File: config.mk
export PLATFORM = sky130hd
export DESIGN_NAME = irq_cause_unit
export DESIGN_NICKNAME = d
export VERILOG_FILES = /design/src/rtl/irq_cause_pkg.sv /design/src/rtl/irq_reg_decode.sv /design/src/rtl/irq_rise_detect.sv /design/src/rtl/irq_status_bank.sv /design/src/rtl/irq_deliver.sv /design/src/rtl/irq_cause_unit.sv
export SDC_FILE = /design/constraint.sdc
export NUM_CORES = 1
export LEC_CHECK = 0
export BUFFER_PORTS_ARGS = -buffer_cell sky130_fd_sc_hd__buf_4
export CORE_MARGIN = 3
export CORE_UTILIZATION = 37
export DETAILED_ROUTE_END_ITERATION = 16
export PLACE_DENSITY = 0.81
export SYNTH_ARGS = -nofsm -noshare
export SYNTH_HDL_FRONTEND = slang
export SYNTH_SLANG_ARGS = --single-unit
File: constraint.sdc
create_clock -name clk_i -period 1.99 [get_ports clk_i]
set_input_delay 0.199 -clock clk_i [delete_from_list [all_inputs] [get_ports clk_i]]
set_output_delay 0.199 -clock clk_i [all_outputs]
set_load 0.05 [all_outputs]
File: src/rtl/irq_cause_pkg.sv
package irq_cause_pkg;
  localparam int unsigned REG_AW = 12;
  localparam int unsigned MODE_W = 4;

  localparam logic [REG_AW-1:0] OFF_MODE = 12'h004;
  localparam logic [REG_AW-1:0] OFF_STAT = 12'h100;
  localparam logic [REG_AW-1:0] OFF_CLR  = 12'h108;
  localparam logic [REG_AW-1:0] OFF_ENA  = 12'h110;

  localparam int unsigned BIT_EOB      = 0;
  localparam int unsigned BIT_EVWR_ERR = 1;
  localparam int unsigned BIT_DSC_ERR  = 9;
  localparam int unsigned BIT_RD_ERR   = 10;
  localparam int unsigned BIT_WR_ERR   = 11;
  localparam int unsigned BIT_BAD_DSC  = 14;

  localparam logic [31:0] DEF_SRC_MASK =
      (32'd1 << BIT_EOB) | (32'd1 << BIT_EVWR_ERR) | (32'd1 << BIT_DSC_ERR) |
      (32'd1 << BIT_RD_ERR) | (32'd1 << BIT_WR_ERR) | (32'd1 << BIT_BAD_DSC);

  localparam logic [MODE_W-1:0] MODE_WIRED = 4'd1;

  typedef enum logic [2:0] {
    SEL_NONE,
    SEL_MODE,
    SEL_STAT,
    SEL_CLR,
    SEL_ENA
  } reg_sel_e;
endpackage

File: src/rtl/irq_reg_decode.sv
module irq_reg_decode
  import irq_cause_pkg::*;
#(
  parameter int unsigned ADDR_W = 12,
  parameter int unsigned DATA_W = 32
) (
  input  logic              we_i,
  input  logic [ADDR_W-1:0] addr_i,
  input  logic [DATA_W-1:0] wdata_i,
  output reg_sel_e          sel_o,
  output logic              mode_we_o,
  output logic              ena_we_o,
  output logic [DATA_W-1:0] clr_vec_o
);
  always_comb begin
    if (addr_i == ADDR_W'(OFF_MODE))      sel_o = SEL_MODE;
    else if (addr_i == ADDR_W'(OFF_STAT)) sel_o = SEL_STAT;
    else if (addr_i == ADDR_W'(OFF_CLR))  sel_o = SEL_CLR;
    else if (addr_i == ADDR_W'(OFF_ENA))  sel_o = SEL_ENA;
    else                                  sel_o = SEL_NONE;
  end

  assign mode_we_o = we_i && (sel_o == SEL_MODE);
  assign ena_we_o  = we_i && (sel_o == SEL_ENA);
  assign clr_vec_o = (we_i && (sel_o == SEL_CLR)) ? wdata_i : '0;
endmodule

File: src/rtl/irq_rise_detect.sv
module irq_rise_detect #(
  parameter int unsigned DATA_W = 32,
  parameter logic [DATA_W-1:0] SRC_MASK = '1
) (
  input  logic              clk_i,
  input  logic              rst_ni,
  input  logic [DATA_W-1:0] src_i,
  output logic [DATA_W-1:0] rise_o
);
  logic [DATA_W-1:0] src_q;

  always_ff @(posedge clk_i or negedge rst_ni) begin
    if (!rst_ni) src_q <= '0;
    else         src_q <= src_i;
  end

  // undefined positions never produce an edge
  assign rise_o = src_i & ~src_q & SRC_MASK;
endmodule

File: src/rtl/irq_status_bank.sv
module irq_status_bank #(
  parameter int unsigned DATA_W = 32,
  parameter logic [DATA_W-1:0] SRC_MASK = '1
) (
  input  logic              clk_i,
  input  logic              rst_ni,
  input  logic [DATA_W-1:0] rise_i,
  input  logic [DATA_W-1:0] clr_i,
  input  logic              ena_we_i,
  input  logic [DATA_W-1:0] ena_wdata_i,
  output logic [DATA_W-1:0] status_o,
  output logic [DATA_W-1:0] enable_o,
  output logic [DATA_W-1:0] cause_o
);
  logic [DATA_W-1:0] status_q;
  logic [DATA_W-1:0] enable_q;

  for (genvar i = 0; i < DATA_W; i++) begin : g_bit
    // set has priority over clear
    always_ff @(posedge clk_i or negedge rst_ni) begin
      if (!rst_ni) status_q[i] <= 1'b0;
      else         status_q[i] <= SRC_MASK[i] & (rise_i[i] | (status_q[i] & ~clr_i[i]));
    end

    always_ff @(posedge clk_i or negedge rst_ni) begin
      if (!rst_ni)       enable_q[i] <= 1'b0;
      else if (ena_we_i) enable_q[i] <= SRC_MASK[i] & ena_wdata_i[i];
    end
  end

  assign status_o = status_q;
  assign enable_o = enable_q;
  assign cause_o  = status_q & enable_q;
endmodule

File: src/rtl/irq_deliver.sv
module irq_deliver
  import irq_cause_pkg::*;
#(
  parameter int unsigned DATA_W = 32
) (
  input  logic              clk_i,
  input  logic              rst_ni,
  input  logic              mode_we_i,
  input  logic [MODE_W-1:0] mode_wdata_i,
  input  logic [DATA_W-1:0] cause_i,
  output logic [MODE_W-1:0] mode_o,
  output logic              irq_o,
  output logic              msg_valid_o,
  output logic [DATA_W-1:0] msg_cause_o
);
  logic [MODE_W-1:0] mode_q;
  logic              any_q;
  logic              any_now;
  logic              wired;

  always_ff @(posedge clk_i or negedge rst_ni) begin
    if (!rst_ni)        mode_q <= MODE_WIRED;
    else if (mode_we_i) mode_q <= mode_wdata_i;
  end

  // tracks the cause in both modes, so a mode switch never emits a stale message
  always_ff @(posedge clk_i or negedge rst_ni) begin
    if (!rst_ni) any_q <= 1'b0;
    else         any_q <= any_now;
  end

  assign any_now     = |cause_i;
  assign wired       = (mode_q == MODE_WIRED);
  assign irq_o       = wired & any_now;
  assign msg_valid_o = ~wired & any_now & ~any_q;
  assign msg_cause_o = msg_valid_o ? cause_i : '0;
  assign mode_o      = mode_q;
endmodule

File: src/rtl/irq_cause_unit.sv
module irq_cause_unit
  import irq_cause_pkg::*;
#(
  parameter int unsigned DATA_W = 32,
  parameter int unsigned ADDR_W = REG_AW,
  parameter logic [DATA_W-1:0] SRC_MASK = DATA_W'(DEF_SRC_MASK)
) (
  input  logic              clk_i,
  input  logic              rst_ni,
  input  logic [DATA_W-1:0] src_i,
  input  logic              reg_we_i,
  input  logic [ADDR_W-1:0] reg_addr_i,
  input  logic [DATA_W-1:0] reg_wdata_i,
  output logic [DATA_W-1:0] reg_rdata_o,
  output logic              irq_o,
  output logic              msg_valid_o,
  output logic [DATA_W-1:0] msg_cause_o
);
  reg_sel_e          sel;
  logic              mode_we;
  logic              ena_we;
  logic [DATA_W-1:0] clr_vec;
  logic [DATA_W-1:0] rise;
  logic [DATA_W-1:0] status_q;
  logic [DATA_W-1:0] enable_q;
  logic [DATA_W-1:0] cause;
  logic [MODE_W-1:0] mode_q;

  irq_reg_decode #(.ADDR_W(ADDR_W), .DATA_W(DATA_W)) u_dec (
    .we_i      (reg_we_i),
    .addr_i    (reg_addr_i),
    .wdata_i   (reg_wdata_i),
    .sel_o     (sel),
    .mode_we_o (mode_we),
    .ena_we_o  (ena_we),
    .clr_vec_o (clr_vec)
  );

  irq_rise_detect #(.DATA_W(DATA_W), .SRC_MASK(SRC_MASK)) u_rise (
    .clk_i  (clk_i),
    .rst_ni (rst_ni),
    .src_i  (src_i),
    .rise_o (rise)
  );

  irq_status_bank #(.DATA_W(DATA_W), .SRC_MASK(SRC_MASK)) u_bank (
    .clk_i       (clk_i),
    .rst_ni      (rst_ni),
    .rise_i      (rise),
    .clr_i       (clr_vec),
    .ena_we_i    (ena_we),
    .ena_wdata_i (reg_wdata_i),
    .status_o    (status_q),
    .enable_o    (enable_q),
    .cause_o     (cause)
  );

  irq_deliver #(.DATA_W(DATA_W)) u_out (
    .clk_i        (clk_i),
    .rst_ni       (rst_ni),
    .mode_we_i    (mode_we),
    .mode_wdata_i (reg_wdata_i[MODE_W-1:0]),
    .cause_i      (cause),
    .mode_o       (mode_q),
    .irq_o        (irq_o),
    .msg_valid_o  (msg_valid_o),
    .msg_cause_o  (msg_cause_o)
  );

  always_comb begin
    unique case (sel)
      SEL_MODE: reg_rdata_o = DATA_W'(mode_q);
      SEL_STAT: reg_rdata_o = status_q;
      SEL_ENA:  reg_rdata_o = enable_q;
      default:  reg_rdata_o = '0;
    endcase
  end
endmodule

==> results.py <==
metrics = {
    "cts": {
        "h-tree-depth": 1,
        "cts_resized": 0,
        "insertion_delay_ns": 0.26,
        "cts_inserted_buffers": 3,
        "clock-root-buffer": "clkbuf_8",
        "clkTransAtPathRegs_ns": 0.08,
        "clock_path_buffers": 2,
        "cts_sinks": 23,
        "cts_tree": "done",
    },
    "synthesis": {
        "synth_area_leaders": "dfrtp_1 (36%), buf_4 (24%), mux2_2 (5.8%)",
        "synthDistinctLibCells": 30,
        "synth_edf_count": 0,
        "synth_flop_cell": "dfrtp_1",
        "yosysSeqAreaShare_pct": 37.4,
        "yosysTopAreaCell": "dfrtp_1",
        "syn_area_um2": 1540,
        "synth_commonest_cells": "buf_4 (50), dfrtp_1 (22), nand2_1 (13)",
        "syn_inst": 152,
        "syn_area_per_cell_um2": 10.2,
        "synth_most_common_cell": "buf_4",
        "yosysTopAreaCellShare_pct": 35.7,
        "synth_seq_cells": 23,
        "async_flop_share_pct": 100,
        "yosys_warnings": 0,
    },
    "route": {
        "vias": 1038,
        "ant_nets": 0,
        "post-route-drc-count": 0,
        "drt-vias-per-instance": 4.12,
        "first_iter_violations": 21,
        "firstDrtPassIters": 4,
        "routed_wl_um": 3130,
        "wire_per_inst_um": 12.4,
    },
    "sta": {
        "max_freq_ghz": 0.536,
        "skew_ns": 0.00191,
        "rsz0062_at_grt": "false",
        "post-route-period-util_pct": 93.7,
        "fin_setup_tns_ns": 0,
        "hold_slack_ns": 0.0488,
        "maxSlewViolCount": 0,
        "hold_viol": 0,
        "finalSetupViolCount": 0,
        "fin_crit_ns": 1.86,
    },
    "place": {
        "port-buffer-count": 44,
        "place.gp.congestion": 0.794,
        "placed_area_um2": 1760,
        "detailed_place_hpwl_um": 2580,
    },
    "global_route": {
        "grt_max_degree": 24,
        "busiest_layer": "met2",
        "grt-ovfl-total": 0,
        "use_met3_pct": 3.84,
        "grt_pass1_vias": 967,
        "grt_first_pass_wirelength_um": 4880,
        "grt_use_met2_pct": 19.1,
        "grtUsageTotal_pct": 12.2,
        "grtUsageMet1_pct": 16.5,
        "antenna_found_initial": 0,
    },
    "setup_path": {
        "path_common_cell": "buf_4",
        "criticalPathCategory": "in -> out",
        "critPathLaunchType": "primary input",
        "crit_path_top_delay_cell": "or4_4",
        "cp_cell_sequence": "buf_4, or4_4, nor3b_4, buf_4, and3_1, buf_4",
        "worst_path_largest_cell_delay_ns": 0.57,
        "crit_arrival_ns": 1.67,
        "cp_max_fo": 4,
        "cp.required_ns": 1.79,
        "end_kind": "output port",
    },
    "layout": {
        "seqCellArea_um2": 577,
        "drive_above_1_share_pct": 37.3,
        "fill_cells": 386,
        "nets": 284,
        "antenna_cells": 0,
        "final_util_pct": 47.9,
        "syn_to_final_growth_pct": 18.7,
        "multiInputGateArea_um2": 739,
        "post-route-cell-area_um2": 1830,
    },
    "die": {
        "ios": 145,
        "start_util_pct": 40.4,
        "die_w_um": 70.6,
        "die_h_um": 70.6,
        "core_area_um2": 3830,
        "rows": 22,
        "dieArea_um2": 4980,
    },
    "pwr": {
        "cellPowerDensity_nw_per_um2": 580,
        "design_power_total_mw": 1.06,
        "p_leak_nw": 1.01,
        "ir_worst_vdd_uv": 383,
    },
    "status": {
        "status": "completed",
    },
    "min_path": {
        "worstHoldPathType": "in -> reg",
    },
    "run": {
        "cap_violations": 0,
    },
}
==> sequential cells by signal, summed over array words and instances, names as in the netlist <==
name	flops
u_bank.enable_o	6
u_out.mode_o	4
u_rise.src_q	6
u_out.any_q	1
u_bank.status_o	6
==> placed cells by master, fill, tap and decap left out, types with 2 or more instances in the layout <==
| cell | count |
|---|---|
| clkbuf_8 | 3 |
| inv_1 | 7 |
| a22oi_1 | 2 |
| and2_1 | 2 |
| conb_1 | 50 |
| nor2b_2 | 2 |
| mux2_2 | 8 |
| and3_1 | 2 |
| or2_2 | 2 |
| nand2_1 | 13 |
| mux2i_1 | 4 |
| mux2_4 | 4 |
| a22o_1 | 6 |
| dfrtp_1 | 22 |
| buf_4 | 50 |
| nor2_1 | 11 |
==> logic make-up (layout without fill, tap and decap cells) <==
| group | Yosys count | after routing | synth area share, % |
|---|---|---|---|
| compound gates | 8 | 8 | 4.38 |
| simple gates | 45 | 45 | 18.7 |
| other cells | 1 | 50 | 0.243 |
| buf+inv | 59 | 62 | 27.0 |
| mux | 16 | 16 | 12.3 |
| flops | 23 | 23 | 37.4 |
==> final timing paths <==
| kind | end | start | cells after the start | slack [ns] |
|---|---|---|---|---|
| setup / recovery | reg_rdata_o[3] | reg_addr_i[5] | 6 | 0.13 |
| hold / removal | u_rise.src_q[10] | src_i[10] | 1 | 0.05 |
| setup reg to reg | u_out.any_q | u_bank.status_o[11] | 4 | 0.98 |
| hold reg to reg | u_bank.status_o[10] | u_bank.status_o[10] | 1 | 0.54 |
| max in group asynchronous | u_out.mode_o[0] | rst_ni | 2 | 1.36 |
| min in group asynchronous | u_rise.src_q[10] | rst_ni | 2 | 0.34 |
==> final cells by class <==
cell class | instances | area share (%)
Tap cell | 48 | 3.28
Timing Repair Buffer | 51 | 21.0
Sequential cell | 23 | 31.5
Multi-Input combinational cell | 119 | 40.3
Inverter | 7 | 1.43
Clock buffer | 4 | 2.46
==> report_power, final <==
group          internal, mW  switching, mW
Combinational        0.0540          0.251
Clock                 0.143          0.138
Sequential            0.475        0.00227
Total                 0.671          0.391
==> layer usage <==
metal | part of all wire, % | vias up | routed length [um]
met2 | 48 | 59 | 1490
li1 | - | 508 | -
met3 | 11 | 2 | 332
met4 | 0.35 | 0 | 11
met1 | 41 | 469 | 1290
met5 | 0 | - | 0
==> worst max-delay path: cells and delay by family <==
family	cells	cell delay, ns
buffers and inverters	3	0.46
and+or+nand+nor	3	1.00
==> timing repair <==
| item | in CTS | in global routing |
|---|---|---|
| setup buffers | 0 | 2 |
| hold endpoints to repair | 22 | 0 |
| setup endpoints to repair | 0 | 2 |
| hold buffers | 1 | 0 |
==> metrics by stage <==
stage,instances,setup slack (ns)
2_1_floorplan,201,-0.00456
3_3_place_gp,245,0.101
3_5_place_dp,245,0.0620
4_1_cts,250,0.0569
5_1_grt,252,0.0703
6_report,252,0.125
Power figures use the tool's default switching activity.
